<file path="config.mk">
export PLATFORM = sky130hd
export DESIGN_NAME = cyc_irq_timer
export DESIGN_NICKNAME = d
export VERILOG_FILES = /design/src/rtl/cyc_irq_pkg.sv /design/src/rtl/cyc_irq_count.sv /design/src/rtl/cyc_irq_flag.sv /design/src/rtl/cyc_irq_timer.sv
export SDC_FILE = /design/constraint.sdc
export NUM_CORES = 1
export LEC_CHECK = 0
export ABC_AREA = 1
export BUFFER_PORTS_ARGS = -buffer_cell sky130_fd_sc_hd__buf_2
export CAP_MARGIN = 0
export CORE_ASPECT_RATIO = 1.4
export CORE_MARGIN = 1.5
export CORE_UTILIZATION = 50
export CTS_CLUSTER_SIZE = 40
export DETAILED_ROUTE_END_ITERATION = 16
export GPL_ROUTABILITY_DRIVEN = 0
export PLACE_DENSITY = 0.76
export RECOVER_POWER = 50
export SLEW_MARGIN = 20
export SYNTH_ARGS = -nofsm -noshare
export SYNTH_HDL_FRONTEND = slang
export SYNTH_SLANG_ARGS = --single-unit
export TNS_END_PERCENT = 5
</file>
<file path="constraint.sdc">
create_clock -name clk -period 1.8 [get_ports clk]
set_input_delay 0 -clock clk [delete_from_list [all_inputs] [get_ports clk]]
set_output_delay 0 -clock clk [all_outputs]
set_load 0.005 [all_outputs]
</file>
<file path="src/rtl/cyc_irq_pkg.sv">
package cyc_irq_pkg;
   typedef enum logic {
      ARM_FROM_MODE = 1'b0,
      ARM_ALWAYS    = 1'b1
   } arm_style_e;
endpackage

</file>
<file path="src/rtl/cyc_irq_count.sv">
module cyc_irq_count
   import cyc_irq_pkg::*;
#(
   parameter int         BYTE_W = 8,
   parameter int         CNT_W  = 16,
   parameter arm_style_e STYLE  = ARM_FROM_MODE
) (
   input  logic              clk,
   input  logic              rst_n,
   input  logic              cyc_en,
   input  logic              wr_lo,
   input  logic              wr_hi,
   input  logic [BYTE_W-1:0] wr_data,
   input  logic              mode_en,
   output logic              expire
);
   localparam int HI_LSB = BYTE_W;

   logic [CNT_W-1:0] cnt_q;
   logic [CNT_W-1:0] cnt_dec;
   logic             armed_q;
   logic             arm_val;
   logic             armed_after_exp;
   logic             step;

   generate
      if (STYLE == ARM_ALWAYS) begin : g_arm_always
         assign arm_val         = 1'b1;
         assign armed_after_exp = 1'b1;
      end else begin : g_arm_mode
         assign arm_val         = mode_en;
         assign armed_after_exp = 1'b0;
      end
   endgenerate

   assign cnt_dec = cnt_q - CNT_W'(1);
   assign step    = armed_q && cyc_en && !wr_lo && !wr_hi;
   assign expire  = step && (cnt_dec == '0);

   always_ff @(posedge clk) begin
      if (!rst_n) begin
         cnt_q   <= '0;
         armed_q <= 1'b0;
      end else begin
         if (wr_lo) cnt_q[BYTE_W-1:0] <= wr_data;
         if (wr_hi) begin
            cnt_q[CNT_W-1:HI_LSB] <= wr_data;
            armed_q               <= arm_val;
         end
         if (expire) begin
            cnt_q   <= '1;
            armed_q <= armed_after_exp;
         end else if (step) begin
            cnt_q <= cnt_dec;
         end
      end
   end

   AST_STEP_BY_ONE: assert property (@(posedge clk) disable iff (!rst_n)
      (armed_q && cyc_en && !wr_lo && !wr_hi && cnt_q != CNT_W'(1)) |=> cnt_q == $past(cnt_q) - CNT_W'(1));
   AST_IDLE_HOLDS: assert property (@(posedge clk) disable iff (!rst_n)
      (!cyc_en && !wr_lo && !wr_hi) |=> $stable(cnt_q));
   AST_RELOAD_ONES: assert property (@(posedge clk) disable iff (!rst_n)
      expire |=> (&cnt_q));
   AST_WRITE_WINS: assert property (@(posedge clk) disable iff (!rst_n)
      (wr_lo && cyc_en) |=> cnt_q[BYTE_W-1:0] == $past(wr_data));

   generate
      if (STYLE == ARM_ALWAYS) begin : g_chk_always
         AST_ALWAYS_ARMS: assert property (@(posedge clk) disable iff (!rst_n)
            wr_hi |=> armed_q);
      end else begin : g_chk_mode
         AST_ARM_FOLLOWS_MODE: assert property (@(posedge clk) disable iff (!rst_n)
            wr_hi |=> armed_q == $past(mode_en));
         AST_ONE_SHOT: assert property (@(posedge clk) disable iff (!rst_n)
            expire |=> !armed_q);
      end
   endgenerate
endmodule

</file>
<file path="src/rtl/cyc_irq_flag.sv">
module cyc_irq_flag
   import cyc_irq_pkg::*;
#(
   parameter arm_style_e STYLE = ARM_FROM_MODE
) (
   input  logic clk,
   input  logic rst_n,
   input  logic expire,
   input  logic ack,
   input  logic mode_en,
   output logic irq
);
   logic gate;
   logic irq_q;

   generate
      if (STYLE == ARM_ALWAYS) begin : g_gate_mode
         assign gate = mode_en;
      end else begin : g_gate_open
         assign gate = 1'b1;
      end
   endgenerate

   always_ff @(posedge clk) begin
      if (!rst_n)              irq_q <= 1'b0;
      else if (ack)            irq_q <= 1'b0;
      else if (expire && gate) irq_q <= 1'b1;
   end

   assign irq = irq_q;

   AST_ACK_DROPS: assert property (@(posedge clk) disable iff (!rst_n)
      ack |=> !irq);
   AST_LEVEL_HOLD: assert property (@(posedge clk) disable iff (!rst_n)
      (irq && !ack) |=> irq);
   AST_FIRE_ON_EXPIRE: assert property (@(posedge clk) disable iff (!rst_n)
      (expire && gate && !ack) |=> irq);
endmodule

</file>
<file path="src/rtl/cyc_irq_timer.sv">
module cyc_irq_timer
   import cyc_irq_pkg::*;
#(
   parameter int         BYTE_W = 8,
   parameter int         CNT_W  = 16,
   parameter arm_style_e STYLE  = ARM_FROM_MODE
) (
   input  logic              clk,
   input  logic              rst_n,
   input  logic              cyc_en,
   input  logic              wr_lo,
   input  logic              wr_hi,
   input  logic [BYTE_W-1:0] wr_data,
   input  logic              mode_en,
   output logic              irq
);
   logic expire;

   generate
      if (CNT_W != 2 * BYTE_W) begin : g_bad_width
         $error("cyc_irq_timer: CNT_W must be twice BYTE_W");
      end
   endgenerate

   cyc_irq_count #(.BYTE_W(BYTE_W), .CNT_W(CNT_W), .STYLE(STYLE)) u_count (
      .clk    (clk),
      .rst_n  (rst_n),
      .cyc_en (cyc_en),
      .wr_lo  (wr_lo),
      .wr_hi  (wr_hi),
      .wr_data(wr_data),
      .mode_en(mode_en),
      .expire (expire)
   );

   cyc_irq_flag #(.STYLE(STYLE)) u_flag (
      .clk    (clk),
      .rst_n  (rst_n),
      .expire (expire),
      .ack    (wr_lo),
      .mode_en(mode_en),
      .irq    (irq)
   );

   always_comb begin
      if (rst_n) begin
         AST_RST_QUIET: assert (!(irq && $isunknown(irq)));
      end
   end
endmodule

</file>
==> impl_results.md <==
* Status: finished with violations
* Failing checks: negative setup slack
* Worst r2r src: u_count.cnt_q[1]$_SDFFE_PN0P_
* Max clock buf depth at 2
* Most frequent CP cell: nor2_4
* LEAKAGE at 0.968 nW
* Routed len/inst at 14.0 µm
* Most frequent cells in the layout: nand2_1, inv_1, nor2_1, buf_4, o21ai_0
* Register area share after synthesis at 23.2%
* Hold crit path type: primary input to flop
* Register-to-Register Setup Slack at -0.08 ns
* Total number of vias at 1722
* Reg2reg end: u_count.cnt_q[4]$_SDFFE_PN0P_
* Post-Syn Area at 1550 µm²
* Arrival time of the worst setup path at 2.07 ns
* Core area at 2910 µm²
* Max VDD drop at 0.541 mV
* Most common cell after layout, fill and taps aside: nand2_1
* Sequential Area at 364 µm²
* DP HPWL at 3.19 mm
* Yosys top cell area share at 23.2%
* Largest family of logic cells by synthesized area: simple AND/OR/NAND/NOR gates
* Hold EP: u_flag.irq$_SDFFE_PP0P_
* Clk Latency, worst-skew pair at 0.26 ns
* Initial cell density of the core at 53.3%
* Die W at 50.1 µm
* Worst hold path stage count at 4
* Die area at 3450 µm²
* Hold Startpoint: wr_lo
* Hold_buf cts at 0
* Global route overflow at 0
* Slew @ Worst Pin at 0.445 ns
* Routed wire length at 4.51 mm
* Port Buffers at 14
* Root buffer cell: clkbuf_8
* WP buf/inv at 1
* CP peak stage delay at 0.32 ns
* Crit end category: flop
* Startpoint types: flop
* Num CTS Buffers at 3
* Vias in the first global route at 1655
* CP Cell Sequence: buf_4, nor2_4, nand2_2, o21ai_1, nand2_1, nor2_2, nand3_1, nor2_4, nand2_8, a21oi_4
* # IOs at 15
* Final setup vio count at 17
* Unique masters post-synth at 23
* Area occupied by multi-input gates at 1100 µm²
* Worst setup margin at -0.0764 ns
* All-Layer GR Usage at 28.3%
* Crit path max-delay cell type: dfxtp_2
* Synth Instances at 246
* CTS H-tree lvls at 1
* Die Y at 68.9 µm
* Syn_area_per_cell at 6.30 µm²
* Area grow syn2layout at 26.9%
* Most area-consuming cells after synthesis: dfxtp_1, nand2_1, a21oi_4, inv_1, nor2_1
* Synthesized flop and latch total at 18
* # Max-Cap Violations at 0
* CTS tree: built
* R2R depth at 10
* WP data required at 2.00 ns
* Relative slew margins at 70.3%
* Max Fclk at 533 MHz
* Antenna cells at 0
* Synth Area in Adders at 1.61%
* Largest net degree at the start of global routing at 19
* Std cell rows at 23
* Clock skew at 0.00154 ns
* Final worst path period share at 104%
* Fin nets at 303
* Layout cells sized above 1 at 30.1%
* Filler instances at 261
* Worst-path fanout max at 8
* Simple-Gate Fraction of Synth Area at 39.7%
* Post-Synth XOR/XNOR Area at 0%
* Final Hold Fails at 0
* Initial DRC Count at 65
* Synth area leader: dfxtp_1
* Via density at 5.33
* Power, Total at 1.30 mW
* Global-route wire length before repair at 7.43 mm
* Post-synthesis compound-gate area fraction at 25.0%
* Post-synthesis mux area share at 0%
* RSZ-0062 raised after global routing: yes
* Worst setup path class: flop to flop
* Pwr Density at 661 nW/µm²
* Fin crit period at 1.88 ns
* Syn_nets at 262
* Util after Layout at 67.7%
* Slew Limit Fails at 0
* CP top delay family: simple AND/OR/NAND/NOR gates
* ANT nets after route at 0
* Yosys warns at 0
* Number of antenna violations at the first check in global routing at 0
* Sink Count at 18
* DR pass1 iterations at 5
* Residual DRC at 0
* Clk pin slew, worst setup/hold paths at 0.07 ns
cell families after synthesis:
family | Yosys count
simple gates | 134
compound gates | 52
flops | 18
buf+inv | 40
fa+ha+maj | 2
worst max path at each step:
stage	start	end	slack [ns]	cells past startpoint
2_1_floorplan	u_count.cnt_q[0]$_SDFFE_PN0P_	u_count.cnt_q[10]$_SDFFE_PN0P_	0.05	14
3_3_place_gp	u_count.cnt_q[0]$_SDFFE_PN0P_	u_count.cnt_q[2]$_SDFFE_PN0P_	-0.09	13
3_5_place_dp	u_count.cnt_q[0]$_SDFFE_PN0P_	u_flag.irq$_SDFFE_PP0P_	-0.15	13
4_1_cts	u_count.cnt_q[1]$_SDFFE_PN0P_	u_count.cnt_q[4]$_SDFFE_PN0P_	-0.06	12
5_1_grt	u_count.cnt_q[4]$_SDFFE_PN0P_	u_count.cnt_q[1]$_SDFFE_PN0P_	-0.23	11
6_report	u_count.cnt_q[1]$_SDFFE_PN0P_	u_count.cnt_q[4]$_SDFFE_PN0P_	-0.08	10
registers in the layout, summed over array words and instances, names as in the netlist:
register         flops
u_count.armed_q      1
u_count.cnt_q       16
u_flag.irq           1
repair_timing:
| action | CTS | global route |
|---|---|---|
| pin swaps | 7 | 3 |
| setup endpoints to repair | 16 | 18 |
| gates resized for setup | 9 | 9 |
| setup buffers | 1 | 0 |
| gates cloned | 1 | 0 |
| hold endpoints to repair | 0 | 0 |
worst register-to-register path: cells and delay by family (launching register included):
kind	cells	cell delay [ns]
DFF	1	0.32
and+or+nand+nor	7	1.06
buffers and inverters	1	0.14
AOI/OAI and AO/OA	2	0.30
final cells by class:
cell class,count,area share [%]
Clock buffer,4,2.80
Inverter,34,6.49
Multi-Input combinational cell,189,56.0
Sequential cell,18,18.5
Tap cell,37,2.35
Timing Repair Buffer,41,13.9
stage by stage:
stage                     std cells  setup slack [ns]  TNS, ns  area, µm²  hold WS [ns]
after floorplan                 246            0.0528        0       1550         0.138
after global placement          317           -0.0868    -1.30       1830         0.259
after detailed placement        317            -0.153    -1.76       1830         0.272
after CTS                       323           -0.0630   -0.735       1950      0.000716
after global routing            323            -0.231    -3.69       1970        0.0377
final                           323           -0.0764   -0.923       1970        0.0110
power breakdown:
group / internal [mW] / switching (mW)
clock network: 0.195 / 0.144
logic: 0.204 / 0.292
registers: 0.429 / 0.0355
Yosys cell counts:
cell and number:
a21oi_1 17, a21oi_4 10, buf_1 1, buf_8 1, clkbuf_1 4, dfxtp_1 18
ha_1 2, inv_1 31, inv_2 3, nand2_1 71, nand2_2 4, nand2_4 2
nand3_1 16, nand3b_1 3, nand4_1 2, nor2_1 29, nor2_2 2, nor2_4 4
nor2_8 1, o211ai_1 5, o21a_1 1, o21ai_0 17, o21ai_1 2
metal layers:
metal | GRT usage, % | wire, µm
met5 | 0 | 0
met4 | 9.38 | 69
met3 | 3.45 | 215
met2 | 55.8 | 2400
met1 | 31.0 | 1820
(Power assumes the default switching activity.)
